$ cat src/rtl/ring_ptr_pkg.sv
package ring_ptr_pkg;

   localparam int unsigned WIN_BYTES      = 32;
   localparam int unsigned CTRL_RESET_BIT = 0;

   // word select inside the per-ring window (address bits [4:2])
   typedef enum logic [2:0] {
      SEL_BASE_LO = 3'd0,
      SEL_BASE_HI = 3'd1,
      SEL_SIZE    = 3'd2,
      SEL_HEAD    = 3'd3,
      SEL_TAIL    = 3'd4,
      SEL_CTRL    = 3'd5,
      SEL_CRED    = 3'd6,
      SEL_SPARE   = 3'd7
   } reg_sel_e;

   typedef struct packed {
      logic base_lo;
      logic base_hi;
      logic size;
      logic head;
      logic ctrl;
      logic cred;
   } wr_strobe_t;

endpackage

$ cat src/rtl/ring_reg_decode.sv
module ring_reg_decode
   import ring_ptr_pkg::*;
#(
   parameter int unsigned ADDR_W   = 16,
   parameter int unsigned WIN_BASE = 'h1000,
   parameter int unsigned RING_IDX = 2
) (
   input  logic              reg_wr,
   input  logic [ADDR_W-1:0] reg_addr,
   output logic              hit,
   output reg_sel_e          sel,
   output wr_strobe_t        wr_stb
);

   localparam int unsigned WIN_LSB   = $clog2(WIN_BYTES);
   localparam int unsigned WIN_START = WIN_BASE + WIN_BYTES * RING_IDX;
   localparam logic [ADDR_W-1:0] WIN_START_A = ADDR_W'(WIN_START);

   if ((WIN_START + WIN_BYTES) > (64'd1 << ADDR_W)) begin : g_win_range_err
      initial $fatal(1, "ring window does not fit in ADDR_W");
   end
   if ((WIN_START % WIN_BYTES) != 0) begin : g_win_align_err
      initial $fatal(1, "ring window start must be 32-byte aligned");
   end

   always_comb begin
      hit = (reg_addr[ADDR_W-1:WIN_LSB] == WIN_START_A[ADDR_W-1:WIN_LSB]) &&
            (reg_addr[1:0] == 2'b00);
      sel = reg_sel_e'(reg_addr[WIN_LSB-1:2]);
      wr_stb = '0;
      if (reg_wr && hit) begin
         unique case (sel)
            SEL_BASE_LO: wr_stb.base_lo = 1'b1;
            SEL_BASE_HI: wr_stb.base_hi = 1'b1;
            SEL_SIZE:    wr_stb.size    = 1'b1;
            SEL_HEAD:    wr_stb.head    = 1'b1;
            SEL_CTRL:    wr_stb.ctrl    = 1'b1;
            SEL_CRED:    wr_stb.cred    = 1'b1;
            default:     wr_stb         = '0;
         endcase
      end
   end

endmodule

$ cat src/rtl/ring_cfg_store.sv
module ring_cfg_store
   import ring_ptr_pkg::*;
#(
   parameter int unsigned CRED_W = 32
) (
   input  logic              clk,
   input  logic              rst_n,
   input  wr_strobe_t        wr_stb,
   input  logic [31:0]       wdata,
   output logic [63:0]       base_addr,
   output logic [CRED_W-1:0] credits
);

   if (CRED_W < 1 || CRED_W > 32) begin : g_cred_err
      initial $fatal(1, "CRED_W must be 1..32");
   end

   always_ff @(posedge clk or negedge rst_n) begin
      if (!rst_n) begin
         base_addr <= '0;
         credits   <= '0;
      end else begin
         if (wr_stb.base_lo) base_addr[31:0]  <= wdata;
         if (wr_stb.base_hi) base_addr[63:32] <= wdata;
         if (wr_stb.cred)    credits          <= wdata[CRED_W-1:0];
      end
   end

endmodule

$ cat src/rtl/ring_ptr_core.sv
module ring_ptr_core
   import ring_ptr_pkg::*;
#(
   parameter int unsigned MAX_LOG2 = 16,
   localparam int unsigned IDX_W   = MAX_LOG2,
   localparam int unsigned SIZE_W  = MAX_LOG2 + 1
) (
   input  logic              clk,
   input  logic              rst_n,
   input  wr_strobe_t        wr_stb,
   input  logic [31:0]       wdata,
   input  logic              cmpl_strobe,
   output logic [SIZE_W-1:0] size_q,
   output logic [IDX_W-1:0]  head_q,
   output logic [IDX_W-1:0]  tail_q,
   output logic [IDX_W-1:0]  mask,
   output logic              fault_q
);

   localparam logic [31:0] MAX_SIZE = 32'd1 << MAX_LOG2;
   localparam logic [31:0] MIN_SIZE = 32'd2;

   if (MAX_LOG2 < 1 || MAX_LOG2 > 16) begin : g_log2_err
      initial $fatal(1, "MAX_LOG2 must be 1..16");
   end

   logic             size_legal;
   logic             clear_idx;
   logic             in_range;
   logic [IDX_W-1:0] wr_val;
   logic [IDX_W-1:0] move_dist;
   logic [IDX_W-1:0] free_slots;
   logic             head_ok;
   logic             tail_step;

   always_comb begin
      size_legal = (wdata >= MIN_SIZE) && (wdata <= MAX_SIZE) &&
                   ($countones(wdata) == 1);
      clear_idx  = wr_stb.base_lo | wr_stb.base_hi | wr_stb.size |
                   (wr_stb.ctrl & wdata[CTRL_RESET_BIT]);
      mask       = IDX_W'(size_q - SIZE_W'(1));
      in_range   = wdata < 32'(size_q);
      wr_val     = wdata[IDX_W-1:0];
      move_dist  = (wr_val - head_q) & mask;
      free_slots = (tail_q - head_q - IDX_W'(1)) & mask;
      head_ok    = wr_stb.head && in_range && (move_dist <= free_slots);
      tail_step  = cmpl_strobe && (tail_q != head_q);
   end

   always_ff @(posedge clk or negedge rst_n) begin
      if (!rst_n) begin
         size_q  <= SIZE_W'(MIN_SIZE);
         head_q  <= '0;
         tail_q  <= '0;
         fault_q <= 1'b0;
      end else begin
         if (wr_stb.size && size_legal) size_q <= wdata[SIZE_W-1:0];
         if (clear_idx) begin
            head_q  <= '0;
            tail_q  <= '0;
            fault_q <= 1'b0;
         end else begin
            if (head_ok)                  head_q  <= wr_val;
            if (wr_stb.head && !in_range) fault_q <= 1'b1;
            if (tail_step)                tail_q  <= (tail_q + IDX_W'(1)) & mask;
         end
      end
   end

endmodule

$ cat src/rtl/ring_status.sv
module ring_status #(
   parameter int unsigned IDX_W = 16
) (
   input  logic [IDX_W-1:0] head_q,
   input  logic [IDX_W-1:0] tail_q,
   input  logic [IDX_W-1:0] mask,
   output logic             empty,
   output logic             full,
   output logic [IDX_W-1:0] avail
);

   always_comb begin
      empty = (head_q == tail_q);
      full  = (((head_q + IDX_W'(1)) & mask) == tail_q);
      avail = (head_q - tail_q) & mask;
   end

endmodule

$ cat src/rtl/ring_ptr_mgr.sv
module ring_ptr_mgr
   import ring_ptr_pkg::*;
#(
   parameter int unsigned ADDR_W   = 16,
   parameter int unsigned WIN_BASE = 'h1000,
   parameter int unsigned RING_IDX = 2,
   parameter int unsigned MAX_LOG2 = 16,
   parameter int unsigned CRED_W   = 32
) (
   input  logic                clk,
   input  logic                rst_n,
   input  logic                reg_wr,
   input  logic [ADDR_W-1:0]   reg_addr,
   input  logic [31:0]         reg_wdata,
   output logic [31:0]         reg_rdata,
   input  logic                cmpl_strobe,
   output logic [63:0]         base_addr,
   output logic [MAX_LOG2:0]   ring_size,
   output logic [MAX_LOG2-1:0] head_idx,
   output logic [MAX_LOG2-1:0] tail_idx,
   output logic                ring_empty,
   output logic                ring_full,
   output logic [MAX_LOG2-1:0] work_avail,
   output logic                fault
);

   localparam int unsigned IDX_W = MAX_LOG2;

   logic              hit;
   reg_sel_e          sel;
   wr_strobe_t        wr_stb;
   logic [CRED_W-1:0] credits;
   logic [IDX_W-1:0]  mask;

   ring_reg_decode #(
      .ADDR_W(ADDR_W), .WIN_BASE(WIN_BASE), .RING_IDX(RING_IDX)
   ) i_decode (
      .reg_wr(reg_wr), .reg_addr(reg_addr),
      .hit(hit), .sel(sel), .wr_stb(wr_stb)
   );

   ring_cfg_store #(.CRED_W(CRED_W)) i_cfg (
      .clk(clk), .rst_n(rst_n), .wr_stb(wr_stb), .wdata(reg_wdata),
      .base_addr(base_addr), .credits(credits)
   );

   ring_ptr_core #(.MAX_LOG2(MAX_LOG2)) i_core (
      .clk(clk), .rst_n(rst_n), .wr_stb(wr_stb), .wdata(reg_wdata),
      .cmpl_strobe(cmpl_strobe), .size_q(ring_size), .head_q(head_idx),
      .tail_q(tail_idx), .mask(mask), .fault_q(fault)
   );

   ring_status #(.IDX_W(IDX_W)) i_status (
      .head_q(head_idx), .tail_q(tail_idx), .mask(mask),
      .empty(ring_empty), .full(ring_full), .avail(work_avail)
   );

   always_comb begin
      reg_rdata = '0;
      if (hit) begin
         unique case (sel)
            SEL_BASE_LO: reg_rdata = base_addr[31:0];
            SEL_BASE_HI: reg_rdata = base_addr[63:32];
            SEL_SIZE:    reg_rdata = 32'(ring_size);
            SEL_HEAD:    reg_rdata = 32'(head_idx);
            SEL_TAIL:    reg_rdata = 32'(tail_idx);
            SEL_CRED:    reg_rdata = 32'(credits);
            default:     reg_rdata = '0;
         endcase
      end
   end

endmodule

$ cat config.mk
export PLATFORM = sky130hd
export DESIGN_NAME = ring_ptr_mgr
export DESIGN_NICKNAME = d
export VERILOG_FILES = /design/src/rtl/ring_ptr_pkg.sv /design/src/rtl/ring_reg_decode.sv /design/src/rtl/ring_cfg_store.sv /design/src/rtl/ring_ptr_core.sv /design/src/rtl/ring_status.sv /design/src/rtl/ring_ptr_mgr.sv
export SDC_FILE = /design/constraint.sdc
export NUM_CORES = 1
export LEC_CHECK = 0
export BUFFER_PORTS_ARGS = -buffer_cell sky130_fd_sc_hd__buf_2
export CAP_MARGIN = 20
export CORE_ASPECT_RATIO = 1.2
export CORE_MARGIN = 2
export CORE_UTILIZATION = 52
export DETAILED_ROUTE_END_ITERATION = 10
export PLACE_DENSITY_LB_ADDON = 0.3
export SYNTH_ARGS = -nofsm -noshare
export SYNTH_HDL_FRONTEND = slang
export SYNTH_SLANG_ARGS = --single-unit
$ cat constraint.sdc
create_clock -name clk -period 4 [get_ports clk]
set_clock_uncertainty 0.15 [all_clocks]
set_input_delay 0.8 -clock clk [delete_from_list [all_inputs] [get_ports clk]]
set_output_delay 0.8 -clock clk [all_outputs]
set_load 0.01 [all_outputs]
==> results.json <==
{
  "synthMuxAreaShare_pct": 4.58,
  "grt_pass1_vias": 12746,
  "htree_levels": 4,
  "finalNetCount": 2009,
  "drive_above_1_share_pct": 36.8,
  "synth_top_family_by_area": "compound AO/OA/AOI/OAI gates",
  "multi_input_area_um2": 8220,
  "clk_pin_slew_worst_paths_ns": 0.07,
  "io_pins": 216,
  "placed_area_um2": 15100,
  "vias_per_cell": 5.87,
  "crit_path_start_kind": "primary input",
  "finalPower_mw": 4.70,
  "synth_nets": 1590,
  "slew_violations": 0,
  "tightestPinTransition_ns": 0.698,
  "fin_crit_sh_pct": 136,
  "rsz0062_at_grt": "yes",
  "async_flop_share_pct": 100,
  "outcome": "finished with violations",
  "fillers": 1699,
  "fp.dieW_um": 143,
  "die_area_um2": 24400,
  "initial_core_util_pct": 52.4,
  "ys_top_cells_by_count": "dfrtp_1 (145), o21ai_0 (134), nand2_1 (132)",
  "yosys_register_bits": 146,
  "synth_xor_area_share_pct": 5.66,
  "vdd_drop_max_mv": 0.433,
  "design.core.area_um2": 23000,
  "regArea_um2": 3660,
  "fin_cells": 2132,
  "avgSynthCellArea_um2": 8.71,
  "cellPowerDensity_nw_per_um2": 284,
  "synth_edf_count": 0,
  "num_vias": 12522,
  "drc_errors": 0,
  "tns_ns": -32.04,
  "ant_nets": 0,
  "synth_compound_area_share_pct": 18.2,
  "io_buffers": 215,
  "netlist-cell-type-count": 67,
  "cts_tree": "built",
  "ys_warn_count": 0,
  "cts_buffers": 17,
  "dominantRegCellSynth": "dfrtp_1",
  "dp_hpwl_mm": 33.3,
  "seq_area_frac_synth_pct": 30.3,
  "post-place-ws_ns": -1.87,
  "yosys.area_share.adder_pct": 17.9,
  "cts-root-buf": "clkbuf_16",
  "crit_fanout": 5,
  "synth_area_leaders": "dfrtp_1 (30%), ha_1 (13%), o21ai_0 (5.6%)",
  "period_needed_ns": 5.46,
  "required_ns": 4.18,
  "area_growth_pct": 37.5,
  "num_rows": 61,
  "track_usage_pct": 37.0,
  "final_cell_area_um2": 16600,
  "finalWorstSetupSlack_ns": -1.46,
  "relSlewSlack_pct": 53.1,
  "clk_path_buf_depth": 2,
  "grt-ovfl-total": 0,
  "violations": "negative setup slack",
  "grt_max_degree": 80,
  "arrival_ns": 5.64,
  "routabilityCongestion": 0.955,
  "grt_pass1_wl_mm": 68.8,
  "firstDrtPassIters": 5,
  "dpl.cell_count": 2071,
  "power.leakage_nw": 8.21,
  "yosysMostFrequentCell": "dfrtp_1",
  "hold_viol_final": 0,
  "post_drt_wl_per_cell_um": 20.9,
  "timing.fmax_mhz": 183,
  "die_y_um": 171,
  "drt_wl_total_mm": 44.6,
  "synth-simple-area-share_pct": 17.1,
  "cts.sinks": 146,
  "synth_top_cell_by_area": "dfrtp_1",
  "hold_path.class": "in2async",
  "drt_iter0_drc": 1043,
  "synth_top_area_share_pct": 30.1,
  "end_kind": "flip-flop",
  "netlist_area_um2": 12000,
  "critical_path_class": "in2reg",
  "setup-violations-final": 34,
  "grt_antenna_before_repair": 0,
  "postCtsHoldBufs": 0,
  "syn_inst": 1383,
  "insertion_delay_ns": 0.43,
  "drv_cap": 0
}
flip-flops by register name (all words and copies together), names as in the netlist:
name,cells
i_core.head_q,16
i_core.size_q,17
i_core.fault_q,1
i_core.tail_q,16
i_cfg.credits,32
i_cfg.base_addr,64
critical path: stages:
cell and delay, ns:
buf_8 0.11, ha_4 0.15, fa_1 0.57, inv_2 0.05
fa_1 0.49, fa_1 0.52, fa_1 0.56, fa_1 0.41
inv_1 0.07, ha_2 0.18, inv_2 0.04, fa_2 0.51
nor4b_4 0.17, nand4b_1 0.17, a2111oi_4 0.24, buf_4 0.22
buf_12 0.14, mux2i_2 0.23
final timing paths:
kind	startpoint	end	slack, ns	cells after the start
min in group clk	i_cfg.credits[9]	i_cfg.credits[9]	0.33	2
hold / removal	rst_n	i_cfg.base_addr[18]	0.22	1
setup / recovery	reg_wdata[19]	i_core.size_q[11]	-1.46	18
max in group asynchronous	rst_n	i_core.head_q[1]	2.52	2
setup reg to reg	i_core.head_q[0]	i_core.head_q[14]	-0.48	18
hold reg to reg	i_cfg.credits[9]	i_cfg.credits[9]	0.33	2
repair_timing:
item,CTS,global route
pin swaps,31,24
setup endpoints to repair,42,41
gates resized for setup,137,33
setup buffers,17,8
gates cloned,3,0
per-stage QoR:
step | hold slack (ns) | utilization [%]
after floorplan | 0.300 | -
after CTS | 0.252 | 71.5
after global routing | 0.272 | 72.1
after detailed placement | 0.320 | 65.7
final | 0.223 | 72.1
after global placement | 0.312 | 65.7
final cells by class:
cell class              count  share of cell area [%]
multi-input cells        1047                    49.7
flip-flops and latches    146                    22.1
repair buffers            459                    19.2
inverters                 131                    3.15
clock buffers              18                    2.59
well taps                 315                    2.38
clock inverters            14                   0.914
diodes                      2                  0.0302
placed cells by master (no fill, tap or decap), types with 22 or more instances in the layout:
cell and n:
a21o_1 25, a21oi_1 44, a22oi_1 65, a31oi_1 24, buf_2 189, buf_4 242, dfrtp_1 144, ha_1 99
inv_1 92, inv_2 32, nand2_1 127, nand2b_1 25, nand3_1 22, nor2_1 100, o21ai_0 125, xnor2_1 56
report_power, final:
group          internal, mW  switching [mW]  total, mW
combinational         0.807           0.790       1.60
sequential             1.48        0.000570       1.48
clock                 0.927           0.694       1.62
total                  3.21            1.48       4.70
cells by family after synthesis:
| kind of cell | Yosys count |
|---|---|
| and+or+nand+nor | 418 |
| AOI/OAI and AO/OA | 349 |
| buffers and inverters | 190 |
| adders and majority gates | 155 |
| DFF | 146 |
| xor gates and xnor gates | 77 |
| muxes | 48 |
layer usage:
metal / track usage [%] / routed length, um / up-vias
met5: 0 / 0 / -
met4: 20.6 / 2600 / 0
met3: 6.35 / 3620 / 175
met2: 63.1 / 21800 / 635
met1: 44.2 / 16600 / 6008
li1: - / - / 5704
(Power assumes the default switching activity.)
